**config.mk**
```make
export PLATFORM = sky130hd
export DESIGN_NAME = aaf_band_ctl
export DESIGN_NICKNAME = d
export VERILOG_FILES = /design/src/rtl/aaf_band_pkg.sv /design/src/rtl/aaf_sync_chain.sv /design/src/rtl/aaf_powerup_timer.sv /design/src/rtl/aaf_band_decode.sv /design/src/rtl/aaf_band_ctl.sv
export SDC_FILE = /design/constraint.sdc
export NUM_CORES = 1
export LEC_CHECK = 0
export CAP_MARGIN = 20
export CORE_MARGIN = 4
export CORE_UTILIZATION = 53
export CTS_CLUSTER_SIZE = 10
export DETAILED_ROUTE_END_ITERATION = 8
export GPL_ROUTABILITY_DRIVEN = 0
export PLACE_DENSITY = 0.85
export RECOVER_POWER = 100
export REMOVE_ABC_BUFFERS = 1
export SYNTH_ARGS = -nofsm -noshare
export SYNTH_HDL_FRONTEND = slang
export SYNTH_HIERARCHICAL = 1
export SYNTH_SLANG_ARGS = --single-unit
```
**constraint.sdc**
```tcl
create_clock -name clk -period 2 [get_ports clk]
set_clock_uncertainty 0.1 [all_clocks]
set_input_delay 0.4 -clock clk [delete_from_list [all_inputs] [get_ports clk]]
set_output_delay 0.4 -clock clk [all_outputs]
set_load 0.02 [all_outputs]
```
**src/rtl/aaf_band_pkg.sv**
```systemverilog
package aaf_band_pkg;

  typedef enum logic [1:0] {
    BAND_OFF    = 2'b00,
    BAND_NARROW = 2'b01,
    BAND_WIDE   = 2'b10
  } band_e;

  // clock edges per timer tick, never below one
  function automatic int unsigned div_ratio(input int unsigned clk_hz,
                                            input int unsigned tick_hz);
    int unsigned r;
    r = (tick_hz == 0) ? 1 : clk_hz / tick_hz;
    return (r < 1) ? 1 : r;
  endfunction

  // bits needed to hold values 0 .. n-1
  function automatic int unsigned cnt_width(input int unsigned n);
    return (n <= 2) ? 1 : $clog2(n);
  endfunction

  // priority: any mute wins over the band choice
  function automatic band_e pick_band(input logic mute, input logic half);
    if (mute)      return BAND_OFF;
    else if (half) return BAND_NARROW;
    else           return BAND_WIDE;
  endfunction

endpackage

```
**src/rtl/aaf_sync_chain.sv**
```systemverilog
module aaf_sync_chain #(
  parameter int unsigned STAGES = 2
) (
  input  logic clk,
  input  logic rst_n,
  input  logic d,
  output logic q
);

  for (genvar i = 0; i < STAGES; i++) begin : g_stage
    logic d_in;
    logic q_r;
    if (i == 0) begin : g_first
      assign d_in = d;
    end else begin : g_rest
      assign d_in = g_stage[i-1].q_r;
    end
    always_ff @(posedge clk or negedge rst_n) begin
      if (!rst_n) q_r <= 1'b0;
      else        q_r <= d_in;
    end
  end

  assign q = g_stage[STAGES-1].q_r;

endmodule

```
**src/rtl/aaf_powerup_timer.sv**
```systemverilog
module aaf_powerup_timer #(
  parameter int unsigned CLK_HZ  = 50_000_000,
  parameter int unsigned TICK_HZ = 1000,
  parameter int unsigned MUTE_MS = 7000
) (
  input  logic clk,
  input  logic rst_n,
  output logic pwr_mute
);

  localparam int unsigned DIV = aaf_band_pkg::div_ratio(CLK_HZ, TICK_HZ);
  localparam int unsigned PW  = aaf_band_pkg::cnt_width(DIV);
  localparam int unsigned MW  = aaf_band_pkg::cnt_width(MUTE_MS + 1);
  localparam logic [PW-1:0] PRESC_LAST = PW'(DIV - 1);
  localparam logic [MW-1:0] MS_LAST    = MW'(MUTE_MS);

  logic [PW-1:0] presc_q;
  logic [MW-1:0] ms_q;
  logic          timer_done;
  logic          tick;

  assign timer_done = (ms_q == MS_LAST);
  assign tick       = !timer_done && (presc_q == PRESC_LAST);

  always_ff @(posedge clk or negedge rst_n) begin
    if (!rst_n) begin
      presc_q <= '0;
      ms_q    <= '0;
    end else if (!timer_done) begin
      if (tick) begin
        presc_q <= '0;
        ms_q    <= ms_q + 1'b1;
      end else begin
        presc_q <= presc_q + 1'b1;
      end
    end
  end

  assign pwr_mute = !timer_done;

  // the tick counter never runs past its end value
  assert_ms_bound_R4: assert property (@(posedge clk) disable iff (!rst_n)
    ms_q <= MS_LAST);

  // once ended, the power-up interval never comes back without reset
  assert_done_sticky_R9: assert property (@(posedge clk) disable iff (!rst_n)
    timer_done |=> timer_done);

endmodule

```
**src/rtl/aaf_band_decode.sv**
```systemverilog
module aaf_band_decode (
  input  logic                pwr_mute,
  input  logic                hold_on,
  input  logic                btn_sync,
  input  logic                half_speed,
  output logic                mute_any,
  output aaf_band_pkg::band_e band_next
);

  assign mute_any  = pwr_mute | hold_on | btn_sync;
  assign band_next = aaf_band_pkg::pick_band(mute_any, half_speed);

endmodule

```
**src/rtl/aaf_band_ctl.sv**
```systemverilog
module aaf_band_ctl #(
  parameter int unsigned CLK_HZ      = 50_000_000,
  parameter int unsigned TICK_HZ     = 1000,
  parameter int unsigned MUTE_MS     = 7000,
  parameter int unsigned SYNC_STAGES = 2
) (
  input  logic clk,
  input  logic rst_n,
  input  logic half_speed,
  input  logic hold_on,
  input  logic btn_act,
  output logic narrow_en,
  output logic wide_en
);

  import aaf_band_pkg::*;

  logic  pwr_mute;
  logic  btn_sync;
  logic  mute_any;
  band_e band_next;
  band_e band_q;

  aaf_powerup_timer #(
    .CLK_HZ (CLK_HZ),
    .TICK_HZ(TICK_HZ),
    .MUTE_MS(MUTE_MS)
  ) u_timer (
    .clk     (clk),
    .rst_n   (rst_n),
    .pwr_mute(pwr_mute)
  );

  aaf_sync_chain #(
    .STAGES(SYNC_STAGES)
  ) u_btn_sync (
    .clk  (clk),
    .rst_n(rst_n),
    .d    (btn_act),
    .q    (btn_sync)
  );

  aaf_band_decode u_decode (
    .pwr_mute  (pwr_mute),
    .hold_on   (hold_on),
    .btn_sync  (btn_sync),
    .half_speed(half_speed),
    .mute_any  (mute_any),
    .band_next (band_next)
  );

  always_ff @(posedge clk or negedge rst_n) begin
    if (!rst_n) band_q <= BAND_OFF;
    else        band_q <= band_next;
  end

  assign narrow_en = (band_q == BAND_NARROW);
  assign wide_en   = (band_q == BAND_WIDE);

  assert_one_path_R3: assert property (@(posedge clk) disable iff (!rst_n)
    $onehot0({narrow_en, wide_en}));

  assert_narrow_sel_R1: assert property (@(posedge clk) disable iff (!rst_n)
    (!mute_any && half_speed) |=> (narrow_en && !wide_en));

  assert_wide_sel_R2: assert property (@(posedge clk) disable iff (!rst_n)
    (!mute_any && !half_speed) |=> (wide_en && !narrow_en));

  assert_pwr_mute_R4: assert property (@(posedge clk) disable iff (!rst_n)
    pwr_mute |=> (!narrow_en && !wide_en));

  assert_hold_mute_R5: assert property (@(posedge clk) disable iff (!rst_n)
    hold_on |=> (!narrow_en && !wide_en));

  assert_btn_mute_R6: assert property (@(posedge clk) disable iff (!rst_n)
    btn_sync |=> (!narrow_en && !wide_en));

  assert_reenable_R7: assert property (@(posedge clk) disable iff (!rst_n)
    $fell(mute_any) |=> (narrow_en || wide_en));

endmodule

```
* Yosys cells after proc, flatten, opt, wreduce, memory -nomap -nowiden
Index checks and enable logic that the tools add are counted.
** Cells by class
- Add/subtract/negate cells :: 2
- Equal/unequal tests :: 4
- Mux-type cells :: 3
- Bitwise operators :: 3
- Reductions and logical operators :: 3
** Operators by type and width (number)
- $add A16 B1 Y16 const B :: 1
- $eq A16 B16 Y1 const B :: 1
- $mux W16 :: 1
- $add A13 B1 Y13 const B :: 1
- $eq A13 B13 Y1 const B :: 1
- $mux W2 :: 2
- $eq A2 B1 Y1 const B :: 1
- $eq A2 B2 Y1 const B :: 1
- $or A1 B1 Y1 :: 2
- $reduce_and A2 Y1 :: 1
- $logic_and A1 B1 Y1 :: 1
- $logic_not A1 Y1 :: 1
- $not A1 Y1 :: 1
** Storage, ports and cells
- Register bits :: 33
- Input port bits :: 5
- Logic and storage cells :: 20

* Logic depth before layout (Yosys ltp)
- Depth after elaboration :: 5
- Mapped depth :: 8
- Mapped depth without buffers :: 7

* By module
The synthesis kept the hierarchy.
** Modules (own cells, without submodules)
- aaf_powerup_timer :: instances 1, cells each 154, area each 1579.0 µm², sequential area each 725.7 µm²
- aaf_band_ctl :: instances 1, cells each 4, area each 65.1 µm², sequential area each 50.0 µm²
- aaf_sync_chain :: instances 1, cells each 2, area each 50.0 µm², sequential area each 50.0 µm²
- aaf_band_decode :: instances 1, cells each 3, area each 21.3 µm², sequential area each 0.0 µm²

* Least setup slack after synthesis
No wires, ideal clock.
- Kind :: reg2reg
- Start point :: reg u_timer.presc_q[10]
- End point :: reg u_timer.ms_q[7]
- Setup time :: 0.079 ns
- Arrival :: 2.030 ns
- Required time :: 1.821 ns
- Setup slack :: -0.210 ns
- Cell stages (with the launch flop) :: 6
- Path buffers :: 1
- Clock period less this slack :: 2.210 ns
- Cell sequence :: dfrtp_1 > or4b_1 > or4_1 > buf_6 > nor4b_4 > xor2_1
** On the way
- Longest elaborated chain between the ends :: 3
** Ends and longest elaborated chain
- start: declaration :: RTL line aaf_powerup_timer.sv:17 : logic [PW-1:0] presc_q;
- start signal: assignment :: RTL line aaf_powerup_timer.sv:34 : presc_q <= presc_q + 1'b1;
- $eq A16 B16 Y1 :: RTL line aaf_powerup_timer.sv:23 : assign tick = !timer_done && (presc_q == PRESC_LAST);
- $logic_and A1 B1 Y1 :: RTL line aaf_powerup_timer.sv:23
- $reduce_and A2 Y1 (no source line)
- end signal: assignment :: RTL line aaf_powerup_timer.sv:32 : ms_q <= ms_q + 1'b1;
- end: declaration :: RTL line aaf_powerup_timer.sv:18 : logic [MW-1:0] ms_q;
No other way between the ends.
A chain may end at the register's enable or synchronous reset.

* Final worst setup path
- Start point :: reg u_timer.presc_q[13]
- End point :: reg u_timer.ms_q[10]
Same word-level chain as after synthesis.

==> impl_metrics.toml <==
[final_layout]
antenna_cells = 0
final_cell_mix = "dfrtp_1, buf_4, nand3_1"
syn_to_final_growth_pct = 22.8
layout_commonest_cell = "dfrtp_1"
fin_nets = 200
fill_cells = 231
drive_above_1_share_pct = 26.9

[critical_path]
r2r_slack_ps = -290
path_cells = "or4b_4 -> or4_4 -> buf_2 -> nor4_4 -> xor2_1"
slowest_stage = "or4_4"
cp_data_arrival_time_ps = 2470
timing.rr.start = "u_timer/presc_q[13]$_DFFE_PN0P_"
startpoint_type = "flip-flop"
max_stage_delay_ps = 560
critPathCaptureType = "flip-flop"
cp.required_ps = 2180
timing.rr.end = "u_timer/ms_q[10]$_DFFE_PN0P_"
crit_buf_inv = 1
cpLargestDelayFamily = "simple AND/OR/NAND/NOR gates"
worstPathMaxFanout = 4
critical_path_cell_count = 5
critPathKind = "reg -> reg"
reg2reg_depth = 5
crit_start = "u_timer/presc_q[13]$_DFFE_PN0P_"
crit_path_end = "u_timer/ms_q[10]$_DFFE_PN0P_"

[route]
drt-initial-drc-count = 68
post-route-drc-count = 0
ant_nets = 0
drt-vias-per-instance = 5.90
drt-total-wl_um = 3980
route.vias.total = 1399
drtPass1Iterations = 4
wire_per_inst_um = 16.8

[flow_run]
maxCapViolCount = 0

[global_routing]
grt_pass1_vias = 1484
grt_pass1_wl_um = 6670
grt_use_met1_pct = 22.7
grt_max_degree = 34
met3_usage_pct = 5.37
use_met2_pct = 38.4
grt.busiest_layer = "met2"
grt-ovfl-total = 0
antenna_found_initial = 0
grt_usage_pct = 21.0

[sta]
fmax_mhz = 437
finalSetupViolCount = 22
worst_pin_slew_ps = 810
finalCriticalPeriod_ps = 2290
period_share_pct = 114
slew_headroom_pct = 46.0
rsz0062_at_grt = "yes"
setup_tns_ps = -3960
fin_ws_ps = -290
holdWs_ps = 258
finalHoldViolations = 0
slew_violations = 0

[min_path]
min-delay-start = "u_btn_sync/g_stage[0].q_r$_DFF_PN0_"
hold_class = "reg -> reg"

[synth]
yosysWarningCount = 6
syn_inst = 162
avgSynthCellArea_um2 = 10.6
syn_area_um2 = 1710

[power_and_ir_drop]
p_sw_uw = 251
p_int_uw = 879
p_leak_uw = 0.000936
pwr-share-seq_pct = 59.3
irDropWorstVdd_v = 0.000440
power_density_nw_per_um2 = 539
switching_share_pct = 22.2
clockPowerShare_pct = 38.7
pwr-share-comb_pct = 2.0

[clocking]
cts.sinks = 33
clockBufferDepth = 2
insertion_delay_ps = 350
clk_pin_slew_worst_paths_ps = 100
postCtsHoldBufs = 0
cts_max_level = 2
root_buffer = "clkbuf_4"
numCtsBuffers = 5
cts_tree = "yes"

[floorplan]
die_y_um = 64.8
initial_utilization_pct = 55.5
pin_count = 7
die_w_um = 64.8
core_um2 = 3080
die_area_um2 = 4200
placementRows = 20

[placement]
dp.final_hpwl_um = 2680
port_buffers = 6

[outcome]
status = "complete, but fails checks"
violations = "negative setup slack"
per-stage QoR:
stage / power, uW / worst slack (ps) / utilization, % / instances / cell area [um^2]
global placement: 705 / -223 / 63.5 / 227 / 1950
global route: 1170 / -352 / 68.2 / 237 / 2100
finish: 1130 / -290 / 68.2 / 237 / 2100
detailed placement: 706 / -294 / 63.5 / 227 / 1950
CTS: 1140 / -269 / 67.4 / 237 / 2070
floorplan: 683 / -2060 / - / 157 / 1680
worst register-to-register path, stage by stage (launching register included):
cell and delay [ps]:
dfrtp_1 390, or4b_4 550, or4_4 560, buf_2 200, nor4_4 240, xor2_1 180
per-layer routing:
layer | vias up | part of all wire (%)
met5 | - | 0
met4 | 0 | 2.4
met3 | 10 | 3.5
met2 | 31 | 55
met1 | 706 | 39
li1 | 652 | -
power by group through the flow:
stage               clock network [uW]  logic, uW  registers, uW
finish                             438       22.1            670
global route                       479       25.0            671
CTS                                444       23.3            670
detailed placement                   0       23.4            683
global placement                     0       22.2            683
floorplan                            0      0.355            683
final cells by class:
type                    count  area [um^2]  share of cell area [%]
clock buffers               7         65.1                    3.10
clock inverters             1         5.00                   0.239
inverters                   5         21.3                    1.01
multi-input cells         119          910                    43.4
flip-flops and latches     33          826                    39.4
well taps                  44         55.1                    2.62
repair buffers             28          216                    10.3
registers in the layout, indices dropped and copies added (netlist names):
| register | flops |
|---|---|
| band_q | 2 |
| u_btn_sync/g_stage.q_r | 1 |
| u_btn_sync/q | 1 |
| u_timer/ms_q | 13 |
| u_timer/presc_q | 16 |
worst min-delay path by stage:
stage                             end  slack (ps)  cells past startpoint
5_1_grt        u_btn_sync/q$_DFF_PN0_         280                      0
3_3_place_gp   u_btn_sync/q$_DFF_PN0_         240                      0
2_1_floorplan     band_q[0]$_DFF_PN0_           4                      0
4_1_cts        u_btn_sync/q$_DFF_PN0_         250                      0
6_report       u_btn_sync/q$_DFF_PN0_         260                      0
3_5_place_dp   u_btn_sync/q$_DFF_PN0_         240                      0
repair_timing:
action / CTS / global route
endpoints found under the hold margin: 0 / 0
endpoints found under the setup margin: 24 / 28
gates resized for setup: 13 / 9
cloned: 1 / 0
buffers inserted: 1 / 0
pin swaps: 3 / 2
Note: power is estimated with default switching activity, not from simulation.
